==> config.mk <==
export PLATFORM = sky130hd
export DESIGN_NAME = sdctl_top
export DESIGN_NICKNAME = d
export VERILOG_FILES = /design/src/rtl/sdctl_pkg.sv /design/src/rtl/sdctl_ctrl.sv /design/src/rtl/sdctl_dp.sv /design/src/rtl/sdctl_top.sv
export SDC_FILE = /design/constraint.sdc
export NUM_CORES = 1
export LEC_CHECK = 0
export BUFFER_PORTS_ARGS = -buffer_cell sky130_fd_sc_hd__buf_2
export CORE_UTILIZATION = 40
export CTS_CLUSTER_SIZE = 16
export DETAILED_ROUTE_END_ITERATION = 12
export PLACE_DENSITY_LB_ADDON = 0.2
export SKIP_LAST_GASP = 1
export SYNTH_ARGS = -nofsm -noshare
export SYNTH_HDL_FRONTEND = slang
export SYNTH_SLANG_ARGS = --single-unit
==> constraint.sdc <==
create_clock -name clk -period 6.3 [get_ports clk]
set_input_delay 0.315 -clock clk [delete_from_list [all_inputs] [get_ports clk]]
set_output_delay 0.315 -clock clk [all_outputs]
set_load 0.01 [all_outputs]
==> src/rtl/sdctl_pkg.sv <==
package sdctl_pkg;

  // {chip select, RAS, CAS, WE}, all active low
  typedef enum logic [3:0] {
    CMD_MRS   = 4'b0000,
    CMD_REF   = 4'b0001,
    CMD_PRE   = 4'b0010,
    CMD_ACT   = 4'b0011,
    CMD_WR    = 4'b0100,
    CMD_RD    = 4'b0101,
    CMD_BST   = 4'b0110,
    CMD_NOP   = 4'b0111,
    CMD_DESEL = 4'b1111
  } sdCmd_e;

  typedef enum logic [1:0] {
    ADDR_NONE = 2'd0,
    ADDR_ROW  = 2'd1,
    ADDR_COL  = 2'd2,
    ADDR_MODE = 2'd3
  } addrSel_e;

  typedef struct packed {
    sdCmd_e   cmd;
    addrSel_e addrSel;
    logic     apBit;
    logic     takeReq;
  } ctlStrobe_t;

  function automatic int maxOf(input int a, input int b);
    return (a > b) ? a : b;
  endfunction

endpackage

==> src/rtl/sdctl_ctrl.sv <==
module sdctl_ctrl
  import sdctl_pkg::*;
#(
  parameter int INIT_CYC     = 10000,
  parameter int REF_INTERVAL = 780,
  parameter int CAS_LAT      = 2,
  parameter int T_RP         = 2,
  parameter int T_RFC        = 7,
  parameter int T_MRD        = 2,
  parameter int T_RCD        = 2,
  parameter int T_RAS        = 5,
  parameter int T_RC         = 7,
  parameter int T_RDL        = 1
) (
  input  logic       clk,
  input  logic       rstN,
  input  logic       reqValid,
  input  logic       reqWrite,
  output logic       reqReady,
  output ctlStrobe_t stb
);

  localparam int POST_RW = maxOf(maxOf(T_RC - T_RCD, T_RAS - T_RCD + T_RP),
                                 maxOf(CAS_LAT + T_RP, T_RDL + T_RP));
  localparam int TMR_MAX = maxOf(maxOf(INIT_CYC, T_RFC), maxOf(POST_RW, maxOf(T_RCD, maxOf(T_RP, T_MRD))));
  localparam int TMR_W   = $clog2(TMR_MAX + 1);
  localparam int REF_W   = $clog2(REF_INTERVAL + 1);

  typedef enum logic [2:0] {
    ST_IPRE, ST_IREF1, ST_IMRS, ST_IREF2, ST_IDLE, ST_ACCESS
  } ctlState_e;

  ctlState_e        state, stateNext;
  logic [TMR_W-1:0] timer, timerNext;
  logic [REF_W-1:0] refCnt;
  logic [1:0]       refOwed;
  logic             refTick, refTaken;
  logic             accWrite;

  always_comb begin
    stb         = '0;
    stb.cmd     = CMD_NOP;
    stb.addrSel = ADDR_NONE;
    stateNext   = state;
    timerNext   = timer;
    refTaken    = 1'b0;
    reqReady    = 1'b0;
    if (timer != '0) begin
      timerNext = timer - 1'b1;
    end else begin
      unique case (state)
        ST_IPRE: begin
          stb.cmd   = CMD_PRE;
          stb.apBit = 1'b1;
          timerNext = TMR_W'(T_RP - 1);
          stateNext = ST_IREF1;
        end
        ST_IREF1: begin
          stb.cmd   = CMD_REF;
          timerNext = TMR_W'(T_RFC - 1);
          stateNext = ST_IMRS;
        end
        ST_IMRS: begin
          stb.cmd     = CMD_MRS;
          stb.addrSel = ADDR_MODE;
          timerNext   = TMR_W'(T_MRD - 1);
          stateNext   = ST_IREF2;
        end
        ST_IREF2: begin
          stb.cmd   = CMD_REF;
          timerNext = TMR_W'(T_RFC - 1);
          stateNext = ST_IDLE;
        end
        ST_IDLE: begin
          if (refOwed != 2'd0) begin
            stb.cmd   = CMD_REF;
            refTaken  = 1'b1;
            timerNext = TMR_W'(T_RFC - 1);
          end else begin
            reqReady = 1'b1;
            if (reqValid) begin
              stb.cmd     = CMD_ACT;
              stb.addrSel = ADDR_ROW;
              stb.takeReq = 1'b1;
              timerNext   = TMR_W'(T_RCD - 1);
              stateNext   = ST_ACCESS;
            end
          end
        end
        ST_ACCESS: begin
          stb.cmd     = accWrite ? CMD_WR : CMD_RD;
          stb.addrSel = ADDR_COL;
          stb.apBit   = 1'b1;
          timerNext   = TMR_W'(POST_RW - 1);
          stateNext   = ST_IDLE;
        end
        default: stateNext = ST_IDLE;
      endcase
    end
  end

  assign refTick = (refCnt == '0);

  always_ff @(posedge clk) begin
    if (!rstN) begin
      state    <= ST_IPRE;
      timer    <= TMR_W'(INIT_CYC - 1);
      refCnt   <= REF_W'(REF_INTERVAL - 1);
      refOwed  <= 2'd0;
      accWrite <= 1'b0;
    end else begin
      state <= stateNext;
      timer <= timerNext;
      refCnt <= refTick ? REF_W'(REF_INTERVAL - 1) : refCnt - 1'b1;
      unique case ({refTick, refTaken})
        2'b10:   if (refOwed != 2'd2) refOwed <= refOwed + 2'd1;
        2'b01:   refOwed <= refOwed - 2'd1;
        default: ;
      endcase
      if (stb.takeReq) accWrite <= reqWrite;
    end
  end

  AST_ACCEPT_ONCE: assert property (@(posedge clk) disable iff (!rstN) (reqValid && reqReady) |=> !reqReady) else $error("second accept without access");
  AST_DEBT_SERVED: assert property (@(posedge clk) disable iff (!rstN) (refOwed == 2'd2 && state == ST_IDLE && timer == '0) |-> !stb.takeReq) else $error("request taken over owed refresh");

endmodule

==> src/rtl/sdctl_dp.sv <==
module sdctl_dp
  import sdctl_pkg::*;
#(
  parameter int DATA_W  = 32,
  parameter int ROW_W   = 12,
  parameter int COL_W   = 8,
  parameter int BANK_W  = 2,
  parameter int CAS_LAT = 2,
  parameter int T_RCD   = 2,
  parameter int T_RC    = 7,
  parameter int T_MRD   = 2
) (
  input  logic                            clk,
  input  logic                            rstN,
  input  ctlStrobe_t                      stb,
  input  logic [BANK_W+ROW_W+COL_W-1:0]   reqAddr,
  input  logic [DATA_W-1:0]               reqWdata,
  input  logic [DATA_W/8-1:0]             reqMask,
  output logic                            sdCsN,
  output logic                            sdRasN,
  output logic                            sdCasN,
  output logic                            sdWeN,
  output logic [ROW_W-1:0]                sdAddr,
  output logic                            sdAutoPre,
  output logic [BANK_W-1:0]               sdBank,
  output logic [DATA_W/8-1:0]             sdDqm,
  output logic [DATA_W-1:0]               sdDqOut,
  output logic                            sdDqOe,
  input  logic [DATA_W-1:0]               sdDqIn,
  output logic                            rspValid,
  output logic [DATA_W-1:0]               rspData
);

  localparam int MASK_W = DATA_W / 8;
  localparam logic [ROW_W-1:0] MODE_WORD = ROW_W'(CAS_LAT << 4);
  localparam int SAT   = maxOf(T_RC, maxOf(T_MRD, T_RCD)) + 1;
  localparam int CNT_W = $clog2(SAT + 1);

  sdCmd_e              cmdQ;
  logic [COL_W-1:0]    holdCol;
  logic [BANK_W-1:0]   holdBank;
  logic [DATA_W-1:0]   holdWdata;
  logic [MASK_W-1:0]   holdMask;
  logic [ROW_W-1:0]    rowN;
  logic [BANK_W-1:0]   bankN;
  logic [CAS_LAT-1:0]  rdPipe;
  logic [CNT_W-1:0]    sinceAct, sinceMrs;

  always_comb begin
    rowN  = '0;
    bankN = '0;
    unique case (stb.addrSel)
      ADDR_ROW: begin
        rowN  = reqAddr[COL_W +: ROW_W];
        bankN = reqAddr[COL_W+ROW_W +: BANK_W];
      end
      ADDR_COL: begin
        rowN  = ROW_W'(holdCol);
        bankN = holdBank;
      end
      ADDR_MODE: rowN = MODE_WORD;
      default: ;
    endcase
  end

  always_ff @(posedge clk) begin
    if (!rstN) begin
      cmdQ      <= CMD_DESEL;
      sdAddr    <= '0;
      sdAutoPre <= 1'b0;
      sdBank    <= '0;
      sdDqm     <= '0;
      sdDqOut   <= '0;
      sdDqOe    <= 1'b0;
      holdCol   <= '0;
      holdBank  <= '0;
      holdWdata <= '0;
      holdMask  <= '0;
      rdPipe    <= '0;
      rspValid  <= 1'b0;
      rspData   <= '0;
    end else begin
      cmdQ      <= stb.cmd;
      sdAddr    <= rowN;
      sdAutoPre <= stb.apBit;
      sdBank    <= bankN;
      if (stb.takeReq) begin
        holdCol   <= reqAddr[COL_W-1:0];
        holdBank  <= reqAddr[COL_W+ROW_W +: BANK_W];
        holdWdata <= reqWdata;
        holdMask  <= reqMask;
      end
      if (stb.cmd == CMD_WR) begin
        sdDqOut <= holdWdata;
        sdDqm   <= holdMask;
        sdDqOe  <= 1'b1;
      end else begin
        sdDqm  <= '0;
        sdDqOe <= 1'b0;
      end
      rdPipe   <= {rdPipe[CAS_LAT-2:0], stb.cmd == CMD_RD};
      rspValid <= rdPipe[CAS_LAT-1];
      if (rdPipe[CAS_LAT-1]) rspData <= sdDqIn;
    end
  end

  assign sdCsN  = cmdQ[3];
  assign sdRasN = cmdQ[2];
  assign sdCasN = cmdQ[1];
  assign sdWeN  = cmdQ[0];

  always_ff @(posedge clk) begin
    if (!rstN) begin
      sinceAct <= CNT_W'(SAT);
      sinceMrs <= CNT_W'(SAT);
    end else begin
      if (cmdQ == CMD_ACT) sinceAct <= CNT_W'(1);
      else if (sinceAct != CNT_W'(SAT)) sinceAct <= sinceAct + 1'b1;
      if (cmdQ == CMD_MRS) sinceMrs <= CNT_W'(1);
      else if (sinceMrs != CNT_W'(SAT)) sinceMrs <= sinceMrs + 1'b1;
    end
  end

  AST_RCD_MET: assert property (@(posedge clk) disable iff (!rstN) (cmdQ == CMD_RD || cmdQ == CMD_WR) |-> sinceAct == CNT_W'(T_RCD)) else $error("column command off activate spacing");
  AST_RC_MET: assert property (@(posedge clk) disable iff (!rstN) (cmdQ == CMD_ACT) |-> sinceAct >= CNT_W'(T_RC)) else $error("activates too close");
  AST_MRS_GAP: assert property (@(posedge clk) disable iff (!rstN) (cmdQ == CMD_ACT) |-> sinceMrs >= CNT_W'(T_MRD)) else $error("activate too soon after mode set");
  AST_RD_RETURN: assert property (@(posedge clk) disable iff (!rstN) rspValid |-> $past(cmdQ == CMD_RD, CAS_LAT)) else $error("response without read");
  AST_WR_ONLY_DRIVE: assert property (@(posedge clk) disable iff (!rstN) sdDqOe |-> (cmdQ == CMD_WR && sdAutoPre)) else $error("bus driven outside write");

endmodule

==> src/rtl/sdctl_top.sv <==
module sdctl_top
  import sdctl_pkg::*;
#(
  parameter int DATA_W       = 32,
  parameter int ROW_W        = 12,
  parameter int COL_W        = 8,
  parameter int BANK_W       = 2,
  parameter int CAS_LAT      = 2,
  parameter int INIT_CYC     = 10000,
  parameter int REF_INTERVAL = 780,
  parameter int T_RP         = 2,
  parameter int T_RFC        = 7,
  parameter int T_MRD        = 2,
  parameter int T_RCD        = 2,
  parameter int T_RAS        = 5,
  parameter int T_RC         = 7,
  parameter int T_RDL        = 1
) (
  input  logic                          clk,
  input  logic                          rstN,
  input  logic                          reqValid,
  output logic                          reqReady,
  input  logic                          reqWrite,
  input  logic [BANK_W+ROW_W+COL_W-1:0] reqAddr,
  input  logic [DATA_W-1:0]             reqWdata,
  input  logic [DATA_W/8-1:0]           reqMask,
  output logic                          rspValid,
  output logic [DATA_W-1:0]             rspData,
  output logic                          sdCsN,
  output logic                          sdRasN,
  output logic                          sdCasN,
  output logic                          sdWeN,
  output logic [ROW_W-1:0]              sdAddr,
  output logic                          sdAutoPre,
  output logic [BANK_W-1:0]             sdBank,
  output logic [DATA_W/8-1:0]           sdDqm,
  output logic [DATA_W-1:0]             sdDqOut,
  output logic                          sdDqOe,
  input  logic [DATA_W-1:0]             sdDqIn
);

  ctlStrobe_t stb;

  sdctl_ctrl #(
    .INIT_CYC(INIT_CYC), .REF_INTERVAL(REF_INTERVAL), .CAS_LAT(CAS_LAT),
    .T_RP(T_RP), .T_RFC(T_RFC), .T_MRD(T_MRD), .T_RCD(T_RCD),
    .T_RAS(T_RAS), .T_RC(T_RC), .T_RDL(T_RDL)
  ) uCtrl (
    .clk(clk), .rstN(rstN), .reqValid(reqValid), .reqWrite(reqWrite),
    .reqReady(reqReady), .stb(stb)
  );

  sdctl_dp #(
    .DATA_W(DATA_W), .ROW_W(ROW_W), .COL_W(COL_W), .BANK_W(BANK_W),
    .CAS_LAT(CAS_LAT), .T_RCD(T_RCD), .T_RC(T_RC), .T_MRD(T_MRD)
  ) uDp (
    .clk(clk), .rstN(rstN), .stb(stb), .reqAddr(reqAddr), .reqWdata(reqWdata),
    .reqMask(reqMask), .sdCsN(sdCsN), .sdRasN(sdRasN), .sdCasN(sdCasN),
    .sdWeN(sdWeN), .sdAddr(sdAddr), .sdAutoPre(sdAutoPre), .sdBank(sdBank),
    .sdDqm(sdDqm), .sdDqOut(sdDqOut), .sdDqOe(sdDqOe), .sdDqIn(sdDqIn),
    .rspValid(rspValid), .rspData(rspData)
  );

endmodule

==> impl_metrics.json, run 1 <==
{
  "cts.root.buffer_cell": "clkbuf_16",
  "post-cts-setup-buffers": 0,
  "worst_hold_path_type": "input port to flip-flop",
  "critPathArrivalTime_ns": 3.27,
  "grt_remaining_overflow": 0,
  "tightestPinTransition_ns": 1.08,
  "part_of_the_cycle_the_worst_path_needs_pct": 47.1,
  "drv.max_cap_violation_count": 0,
  "synth-seq-cells": 167,
  "timing.critical_path.fanout_max": 21,
  "fp.dieArea_sq_um": 16100,
  "core.rowCount": 45,
  "final.setup.worst_slack_ns": 3.33,
  "synth_fp_nets": 758,
  "yosys-top-cells-count": "167 x dfxtp_1, 111 x nor2_1, 87 x nand2_1",
  "drt_drc_violations_left": 0,
  "outcome": "finished clean",
  "drive_gt1_share_pct": 27.3,
  "setup_violations_final": 0,
  "number_of_antenna_violations_at_the_first_check_in_global_routing": 1,
  "p_clk_share_pct": 49.2,
  "cts-resized-gates": 0,
  "synthesis.area_per_instance_sq_um": 9.49,
  "seq_area_frac_synth_pct": 53.6,
  "grt_pass1_wl_um": 23000,
  "number_of_enable_type_register_cells_in_the_synthesized_netlist": 0,
  "seqPwrFrac_pct": 48.2,
  "tritoncts_clock_tree": "done",
  "design.portCount": 184,
  "routabilityCongestion": 0.793,
  "groute.usage.overall_pct": 18.0,
  "drt-pass1-iter-count": 4,
  "cts_hold_repair.buffers": 0,
  "routedWlPerCell_um": 13.8,
  "via_per_inst": 4.91,
  "leading_post_synthesis_cells_by_cell_area": "dfxtp_1 54%, mux2i_1 13%, nor2_1 6.7%",
  "clock_latency_ns": 0.42,
  "power.combinational.fraction_pct": 2.6,
  "drt.antenna.violating_nets": 0,
  "cts_num_sinks": 167,
  "grt_start_max_net_pins": 71,
  "clock-skew-final_ns": 0.0116,
  "maxClockFrequency_mhz": 337,
  "yosysMostFrequentCell": "dfxtp_1",
  "synth_async_sr_flop_share_pct": 0,
  "timing.final.hold_violations": 0,
  "hpwl_after_dpl_um": 9480,
  "power-per-cell-area_nw_per_um2": 281,
  "clock_path_buffers": 2,
  "switching_power_mw": 0.472,
  "start_util_pct": 41.0,
  "post_synth_num_cell_types": 55,
  "vias": 5028,
  "cell_internal_pwr_mw": 1.73,
  "power.static_leakage_nw": 3.25,
  "first_global_vias": 4832,
  "synth_largest_type_area_fraction_pct": 53.6,
  "htree_levels": 4,
  "worst_slack_at_placement_ns": 3.42,
  "core_region_area_sq_um": 15200,
  "slew_violations": 0,
  "totalNegativeSetupSlack_ns": 0,
  "fin_hold_ws_ns": 0.134,
  "post-route-cell-area_sq_um": 7850,
  "synth_cells": 657,
  "largest_vdd_supply_drop_uv": 177,
  "dieHeight_um": 127,
  "timing.critical_path.from_type": "flip-flop",
  "synth-warning-count": 0,
  "dpl_cell_area_sq_um": 7220,
  "chipWidth_um": 127,
  "post-synth-top-area-cell": "dfxtp_1",
  "max-slew-margin-rel_pct": 28.2,
  "design.final.nets": 923,
  "final_period_minus_worst_setup_slack_ns": 2.97,
  "drtIter0Drc": 248,
  "criticalPathCategory": "flip-flop to flip-flop",
  "mappedNetlistArea_sq_um": 6240,
  "rsz0062_at_grt": "false",
  "route.final.wire_length_um": 14200,
  "fin_util_pct": 51.6,
  "postSynth.topFlopCell": "dfxtp_1",
  "cts.clk_slew.worst_paths_ns": 0.07,
  "port-buffer-count": 183,
  "area_growth_pct": 25.9,
  "cp-end-kind": "flip-flop",
  "swShare_pct": 21.4,
  "cts-buffers-inserted": 17,
  "crit_required_ns": 6.60
}
[power by group through the flow]
stage	clock [mW]	combinational, mW	sequential, mW
after detailed placement	0	0.0590	1.09
after global placement	0	0.0572	1.09
after CTS	1.12	0.0592	1.06
after global routing	1.16	0.0653	1.06
after floorplan	0	0.0232	1.09
final	1.08	0.0583	1.06
[layout make-up]
cell class | count | area, sq um
fill | 1416 | 7350
multi-input combinational | 441 | 2660
clock buffer | 18 | 439
tap | 188 | 235
inverter | 8 | 31.3
antenna | 1 | 2.50
clock inverter | 14 | 186
sequential | 167 | 3340
timing repair buffer | 187 | 946
[state kept, by name (all words and copies together) (netlist names), 3 cells and up]
register	count
uDp.sdDqOut	32
uDp.sdDqm	4
uCtrl.timer	14
uDp.holdCol	8
uCtrl.state	3
uCtrl.refCnt	10
uDp.sdAddr	12
uDp.cmdQ	4
uDp.holdWdata	32
uDp.holdMask	4
uDp.rspData	32
[path summary, 6_finish.rpt]
| path | start | end | slack, ns | cells past startpoint |
|---|---|---|---|---|
| setup / recovery | uCtrl.timer[0] | uDp.sdAddr[5] | 3.33 | 8 |
| hold / removal | sdDqIn[15] | uDp.rspData[15] | 0.13 | 3 |
| setup reg to reg | uCtrl.timer[0] | uDp.sdAddr[5] | 3.33 | 8 |
| hold reg to reg | uCtrl.refCnt[0] | uCtrl.refCnt[0] | 0.40 | 1 |
[layout by cell type, fill, tap and decap left out, types with 8 or more instances in the layout]
cell / n
nor2_1: 111
nor3_1: 8
mux2i_1: 79
a21oi_1: 41
dfxtp_1: 166
buf_2: 183
clkbuf_16: 17
and2_1: 9
a22oi_1: 9
nand2_1: 87
xnor2_1: 9
o21ai_0: 8
[cells by family after synthesis]
kind of cell | Yosys count | share of synthesized area, %
adders and majority gates | 7 | 1.40
AOI/OAI and AO/OA | 81 | 7.68
muxes | 79 | 12.7
buffers and inverters | 49 | 3.81
and+or+nand+nor | 262 | 19.1
xor gates and xnor gates | 12 | 1.69
DFF | 167 | 53.6
[per-layer routing]
metal / share of wire, % / wire length, um / global-route usage [%]
met3: 6.3 / 886 / 5.65
met2: 47 / 6630 / 30.8
met5: 0 / 0 / 0
met4: 1.8 / 252 / 6.93
met1: 45 / 6390 / 21.1
[through the flow]
step	instances	power [mW]
2_1_floorplan	657	1.11
3_5_place_dp	991	1.15
6_report	1024	2.21
5_1_grt	1023	2.29
3_3_place_gp	991	1.14
4_1_cts	1023	2.24
[worst max-delay path: stages (launching register included)]
cell      delay (ns)
dfxtp_1         0.33
inv_1           0.08
ha_1            0.20
nor3b_1         0.43
and4_1          0.75
o21ai_1         0.24
ha_1            0.42
a221oi_1        0.35
nor2_1          0.06
No activity file was read; power rests on OpenSTA's default activity.
==> inputs of run 2 (changes only) <==
Clock period 6.3 ns to 2.7 ns, I/O delays scaled along.
==> run 2 against run 1 <==
Clock-buffer cell count is 1 higher; total power is 140% higher; critical path type unchanged; critical path depth is 2 higher; highest routed layer unchanged; utilization is 6.5 points higher; largest power group is now registers; die area stayed put; sequential cell count stayed put; setup slack worse by 3.1 ns.
==> impl_metrics.json, run 2 (synthesis gave the netlist of run 1 again) <==
{
  "switching_power_mw": 1.14,
  "timing.critical_path.fanout_max": 14,
  "tightestPinTransition_ns": 0.862,
  "clock_latency_ns": 0.42,
  "count_of_non_filler_cells_in_the_finished_layout": 1124,
  "worst_hold_path_type": "input port to flip-flop",
  "number_of_antenna_violations_at_the_first_check_in_global_routing": 0,
  "via_per_inst": 4.80,
  "htree_levels": 4,
  "max-slew-margin-rel_pct": 42.5,
  "clock-skew-final_ns": 0.0102,
  "start_util_pct": 41.0,
  "fin_hold_ws_ns": 0.124,
  "drtIter0Drc": 214,
  "area_growth_pct": 41.7,
  "routabilityCongestion": 0.818,
  "grtUsageMet3_pct": 5.19,
  "criticalPathCategory": "flip-flop to flip-flop",
  "design.final.nets": 1024,
  "grt_remaining_overflow": 0,
  "use_met1_pct": 22.6,
  "maxClockFrequency_mhz": 410,
  "drt_drc_violations_left": 0,
  "mostFrequentLayoutCell": "buf_2",
  "cp-end-kind": "flip-flop",
  "gr-usage-met2_pct": 34.3,
  "dieHeight_um": 127,
  "drt-pass1-iter-count": 4,
  "hpwl_after_dpl_um": 9700,
  "fp.dieArea_sq_um": 16100,
  "cell_count_after_placement": 1001,
  "outcome": "finished clean",
  "critPathArrivalTime_ns": 2.79,
  "tritoncts_clock_tree": "done",
  "chipWidth_um": 127,
  "totalNegativeSetupSlack_ns": 0,
  "core_region_area_sq_um": 15200,
  "grt_pass1_wl_um": 25000,
  "routedWlPerCell_um": 13.6,
  "drv.max_cap_violation_count": 0,
  "route.final.wire_length_um": 15300,
  "clock_path_buffers": 2,
  "p_clk_share_pct": 47.4,
  "timing.critical_path.from_type": "flip-flop",
  "fin_util_pct": 58.1,
  "port-buffer-count": 183,
  "largest_vdd_supply_drop_uv": 467,
  "power-per-cell-area_nw_per_um2": 586,
  "power_mw": 5.18,
  "cts-buffers-inserted": 17,
  "part_of_the_cycle_the_worst_path_needs_pct": 90.4,
  "post-cts-setup-buffers": 0,
  "groute.usage.overall_pct": 19.5,
  "core.rowCount": 45,
  "cts.clk_slew.worst_paths_ns": 0.07,
  "power.static_leakage_nw": 3.68,
  "design.portCount": 184,
  "crit_required_ns": 3.05,
  "cell_internal_pwr_mw": 4.05,
  "final_period_minus_worst_setup_slack_ns": 2.44,
  "slew_violations": 0,
  "drt.antenna.violating_nets": 0,
  "cts.root.buffer_cell": "clkbuf_16",
  "seqPwrFrac_pct": 47.8,
  "drive_gt1_share_pct": 25.4,
  "first_global_vias": 5299,
  "layout.cells.most_common_list": "183 x buf_2, 166 x dfxtp_1, 111 x nor2_1",
  "vias": 5396,
  "power.combinational.fraction_pct": 4.7,
  "grt_busiest_layer": "met2",
  "grt_start_max_net_pins": 85,
  "cts_num_sinks": 167,
  "swShare_pct": 21.9,
  "biggestRegsByFlops": "uDp.holdWdata x32, uDp.rspData x32, uDp.sdDqOut x32",
  "timing.final.hold_violations": 0,
  "antenna_diodes": 0,
  "rsz0062_at_grt": "false",
  "setup_violations_final": 0
}
[run 2: cell types whose count changed in the layout (fill, tap and decap cells not counted)]
cell	before	now
diode_2	1	0
buf_4	4	12
ha_2	0	1
ha_1	7	6
dlygate4sd3_1	0	91
buf_12	0	2
clkinvlp_4	3	1
clkinv_4	1	2
clkbuf_1	0	1
inv_8	3	4
bufinv_16	3	2
[run 2: critical path: stages, from the launching register on]
cell     delay, ns
dfxtp_1       0.33
inv_1         0.08
ha_1          0.19
nor3b_1       0.19
buf_4         0.16
nand4_2       0.09
or3_1         0.38
o21ai_1       0.19
ha_1          0.50
a22oi_1       0.17
nor2_1        0.10
[run 2: repair_timing]
| item | in CTS | in global routing |
|---|---|---|
| hold buffers | 91 | 0 |
| setup endpoints to repair | 0 | 1 |
| resized for setup | 0 | 1 |
| endpoints found under the hold margin | 91 | 0 |
[run 2: metal layers]
| metal | up-vias | part of all wire [%] |
|---|---|---|
| met1 | 2475 | 45 |
| met3 | 22 | 4.9 |
| met2 | 151 | 49 |
| met4 | 0 | 1.7 |
| met5 | - | 0 |
| li1 | 2748 | - |
[run 2: through the flow]
step	area (sq um)	setup slack, ns
2_1_floorplan	6240	0.125
3_3_place_gp	7320	0.245
3_5_place_dp	7320	0.192
4_1_cts	8840	0.173
5_1_grt	8840	0.0750
6_report	8840	0.259
[run 2: cell type report]
cell class | count | area (sq um)
timing repair buffer | 288 | 1960
clock buffer | 19 | 443
multi-input combinational | 441 | 2670
clock inverter | 13 | 161
tap | 188 | 235
inverter | 8 | 31.3
fill | 1306 | 6360
sequential | 167 | 3340
[run 2: final timing paths]
check / startpoint / to / slack (ns) / depth (start not counted)
hold reg to reg: uCtrl.refCnt[0] / uCtrl.refCnt[0] / 0.41 / 1
setup reg to reg: uCtrl.timer[1] / uDp.sdAddr[6] / 0.26 / 10
setup / recovery: uCtrl.timer[1] / uDp.sdAddr[6] / 0.26 / 10
hold / removal: reqValid / uDp.cmdQ[2] / 0.12 / 3
[run 2: power groups by stage]
stage / Clock, mW / Combinational (mW) / Sequential [mW]
final: 2.46 / 0.245 / 2.48
after global routing: 2.63 / 0.267 / 2.48
after CTS: 2.53 / 0.244 / 2.48
after detailed placement: 0 / 0.140 / 2.54
after global placement: 0 / 0.137 / 2.53
after floorplan: 0 / 0.0540 / 2.53
==> inputs of run 3 (changes only) <==
Settings changed: ABC_CLOCK_PERIOD_IN_PS set to 2500, SYNTH_HIERARCHICAL set to 1.
Clock period 2.7 ns to 2.5 ns, I/O delays scaled along.
==> run 3 against run 2 <==
The run now ends with setup timing left; sequential power is 8.1% higher; clock skew is 0.0020 ns lower; via count is 5.7% higher; critical path type is now flip-flop to output pin; critical endpoint is now reqReady; global-route usage is 0.49 points higher; largest cell class unchanged; total power is 9.4% higher; clock power is 8.5% higher; cell area is 11% higher.
==> impl_metrics.json, run 3 <==
{
  "cp-end-kind": "output pin",
  "timing.reg2reg.setup_slack_ns": -0.02,
  "cp_max_stage_cell": "or4_4",
  "vias": 5702,
  "series_of_cell_instances_along_the_critical_path": "inv_2 -> ha_1 -> or4b_4 -> or4_4 -> buf_4 -> nor2_2 -> buf_2",
  "reg2reg_depth": 9,
  "seq_area_frac_synth_pct": 49.7,
  "synth_top_family_by_area": "simple AND/OR/NAND/NOR gates",
  "tightestPinTransition_ns": 0.999,
  "power.static_leakage_nw": 3.83,
  "synth-adder-area-share_pct": 1.49,
  "cell_count_after_placement": 1061,
  "drtIter0Drc": 287,
  "final_period_minus_worst_setup_slack_ns": 2.53,
  "drt_drc_violations_left": 0,
  "synthSimpleGateAreaFrac_pct": 20.9,
  "grt_busiest_layer": "met2",
  "grtUsageMet3_pct": 4.63,
  "failed_checks": "setup timing",
  "power-per-cell-area_nw_per_um2": 577,
  "number_of_antenna_violations_at_the_first_check_in_global_routing": 0,
  "sequential_cell_area_sq_um": 3350,
  "crit_required_ns": 2.38,
  "count_of_non_filler_cells_in_the_finished_layout": 1195,
  "number_of_enable_type_register_cells_in_the_synthesized_netlist": 0,
  "synth_async_sr_flop_share_pct": 0,
  "drt.antenna.violating_nets": 0,
  "cts-buffers-inserted": 17,
  "via_per_inst": 4.77,
  "first_global_vias": 5726,
  "drt-pass1-iter-count": 4,
  "synth_largest_type_area_fraction_pct": 49.7,
  "routedWlPerCell_um": 14.5,
  "clock_latency_ns": 0.42,
  "seqPwrFrac_pct": 47.3,
  "postSynth.topFlopCell": "dfxtp_1",
  "cp-startpoint": "uCtrl/timer[0]",
  "cp-endpoint": "reqReady",
  "swShare_pct": 20.8,
  "compound_gate_fraction_of_synth_area_pct": 5.10,
  "core.rowCount": 47,
  "timing.critical_path.from_type": "flip-flop",
  "crit_path_max_incr_delay_ns": 0.53,
  "p_clk_share_pct": 47.2,
  "synth-warning-count": 6,
  "tritoncts_clock_tree": "done",
  "setup_violations_final": 6,
  "criticalPathCategory": "flip-flop to output pin",
  "start_util_pct": 40.8,
  "synth_cells": 669,
  "whs_path_depth": 2,
  "synth-seq-cells": 167,
  "clock_path_buffers": 2,
  "timing.critical_path.fanout_max": 5,
  "grt_remaining_overflow": 0,
  "worst_hold_path_type": "input port to flip-flop",
  "timing.final.hold_violations": 0,
  "yosys-top-cells-count": "167 x dfxtp_1, 111 x mux2i_1, 85 x nand2_1",
  "clock-skew-final_ns": 0.00820,
  "gr-usage-met2_pct": 33.8,
  "cts_num_sinks": 167,
  "r2r_startpoint": "uCtrl/timer[0]",
  "hpwl_after_dpl_um": 11000,
  "biggestRegsByFlops": "uDp/holdWdata x32, uDp/rspData x32, uDp/sdDqOut x32",
  "design.final.nets": 1064,
  "grt_pass1_wl_um": 27900,
  "route.final.wire_length_um": 17300,
  "port-buffer-count": 183,
  "drv.max_cap_violation_count": 0,
  "post_synth_num_cell_types": 49,
  "design.portCount": 184,
  "yosys.area_share.xor_xnor_pct": 1.43,
  "grt_start_max_net_pins": 105,
  "post-synth-top-area-cell": "dfxtp_1",
  "fill_cells": 1383,
  "max-slew-margin-rel_pct": 33.4,
  "layout.cells.most_common_list": "182 x buf_2, 164 x dfxtp_1, 109 x mux2i_1",
  "groute.usage.overall_pct": 20.0,
  "slew_violations": 0,
  "area_growth_pct": 46.2,
  "synth_fp_nets": 771,
  "leading_post_synthesis_cells_by_cell_area": "dfxtp_1 50%, mux2i_1 17%, nor2b_1 7.5%",
  "drive_gt1_share_pct": 31.5,
  "fp.dieArea_sq_um": 17300,
  "use_met1_pct": 24.6,
  "core_region_area_sq_um": 16500,
  "switching_power_mw": 1.18,
  "maxClockFrequency_mhz": 396,
  "synthesis.area_per_instance_sq_um": 10.0,
  "hold_path_startpoint": "rstN",
  "mostFrequentLayoutCell": "buf_2",
  "chipWidth_um": 132,
  "multi_input_area_sq_um": 3240,
  "cell_internal_pwr_mw": 4.49,
  "cts.root.buffer_cell": "clkbuf_16",
  "final.setup.worst_slack_ns": -0.0280,
  "dieHeight_um": 132,
  "cts.clk_slew.worst_paths_ns": 0.06,
  "fin_util_pct": 59.7,
  "critPathArrivalTime_ns": 2.40,
  "part_of_the_cycle_the_worst_path_needs_pct": 101,
  "routabilityCongestion": 0.847,
  "htree_levels": 4,
  "yosysMostFrequentCell": "dfxtp_1",
  "synth.mux.area_fraction_pct": 16.5,
  "totalNegativeSetupSlack_ns": -0.0681,
  "power.combinational.fraction_pct": 5.6,
  "mappedNetlistArea_sq_um": 6720,
  "outcome": "finished with violations",
  "rr_endpoint": "uDp/sdAddr[11]",
  "rsz0062_at_grt": "true",
  "largest_vdd_supply_drop_uv": 521
}
run 3: cell count changes after synthesis, moves of 11 or more:
| cell | previous run | this run |
|---|---|---|
| clkbuf_1 | 28 | 17 |
| mux2i_1 | 79 | 111 |
| nor2b_1 | 2 | 81 |
| a21oi_1 | 41 | 13 |
| nor2_1 | 111 | 29 |
run 3: worst max-delay path: cells and delay by family, from the launching register on:
| family | cells | cell delay, ns |
|---|---|---|
| flip-flops | 1 | 0.32 |
| adder cells (fa/ha/maj) | 1 | 0.12 |
| AND/OR/NAND/NOR | 3 | 1.16 |
| buffers and inverters | 3 | 0.37 |
run 3: logic make-up (layout without fill, tap and decap cells):
logic type,count (synthesis),count (layout)
simple gates,263,263
flops,167,167
mux,111,111
buf+inv,55,360
compound gates,53,53
xor+xnor,11,11
fa+ha+maj,8,8
other cells,1,2
run 3: worst min-delay path by stage:
stage / end / slack, ns
detailed placement: uDp/sdAddr[0] / 0.36
floorplan: uDp/cmdQ[1] / 0.22
finish: uCtrl/timer[1] / 0.08
CTS: uCtrl/timer[0] / 0.06
global placement: uDp/sdAddr[10] / 0.36
global route: uCtrl/timer[1] / 0.09
run 3: power groups by stage:
stage	Sequential [mW]	Clock (mW)	Combinational, mW
global placement	2.74	0	0.191
global route	2.68	2.85	0.341
CTS	2.68	2.73	0.311
finish	2.68	2.67	0.316
detailed placement	2.74	0	0.195
floorplan	2.74	0	0.0861
run 3: per-layer routing:
metal / share of wire (%) / wire, um / vias to the layer above
li1: - / - / 2856
met1: 45 / 7800 / 2676
met2: 49 / 8460 / 145
met3: 3.9 / 670 / 25
met4: 2.1 / 355 / 0
met5: 0 / 0 / -
run 3: timing repair:
action | CTS | global route
hold buffers | 91 | 0
setup endpoints to repair | 56 | 52
cloned | 2 | 3
setup buffers | 2 | 4
hold endpoints to repair | 93 | 0
pin swaps | 1 | 5
resized for setup | 11 | 26
run 3: final cells by class:
type / count / share of cell area (%)
clock buffer: 20 / 4.65
inverter: 9 / 0.344
timing repair buffer: 320 / 23.6
multi-input combinational: 447 / 33.0
clock inverter: 11 / 1.50
sequential: 167 / 34.1
tap: 220 / 2.80
antenna: 1 / 0.0255
run 3: through the flow:
step	hold WS [ns]	instance area (sq um)	worst slack, ns	power, mW
finish	0.0830	9820	-0.0280	5.67
global route	0.0945	9820	-0.139	5.87
floorplan	0.220	6830	-0.0740	2.83
CTS	0.0648	9620	-0.0460	5.73
global placement	0.364	8000	-0.0129	2.93
detailed placement	0.363	8000	-0.0513	2.93
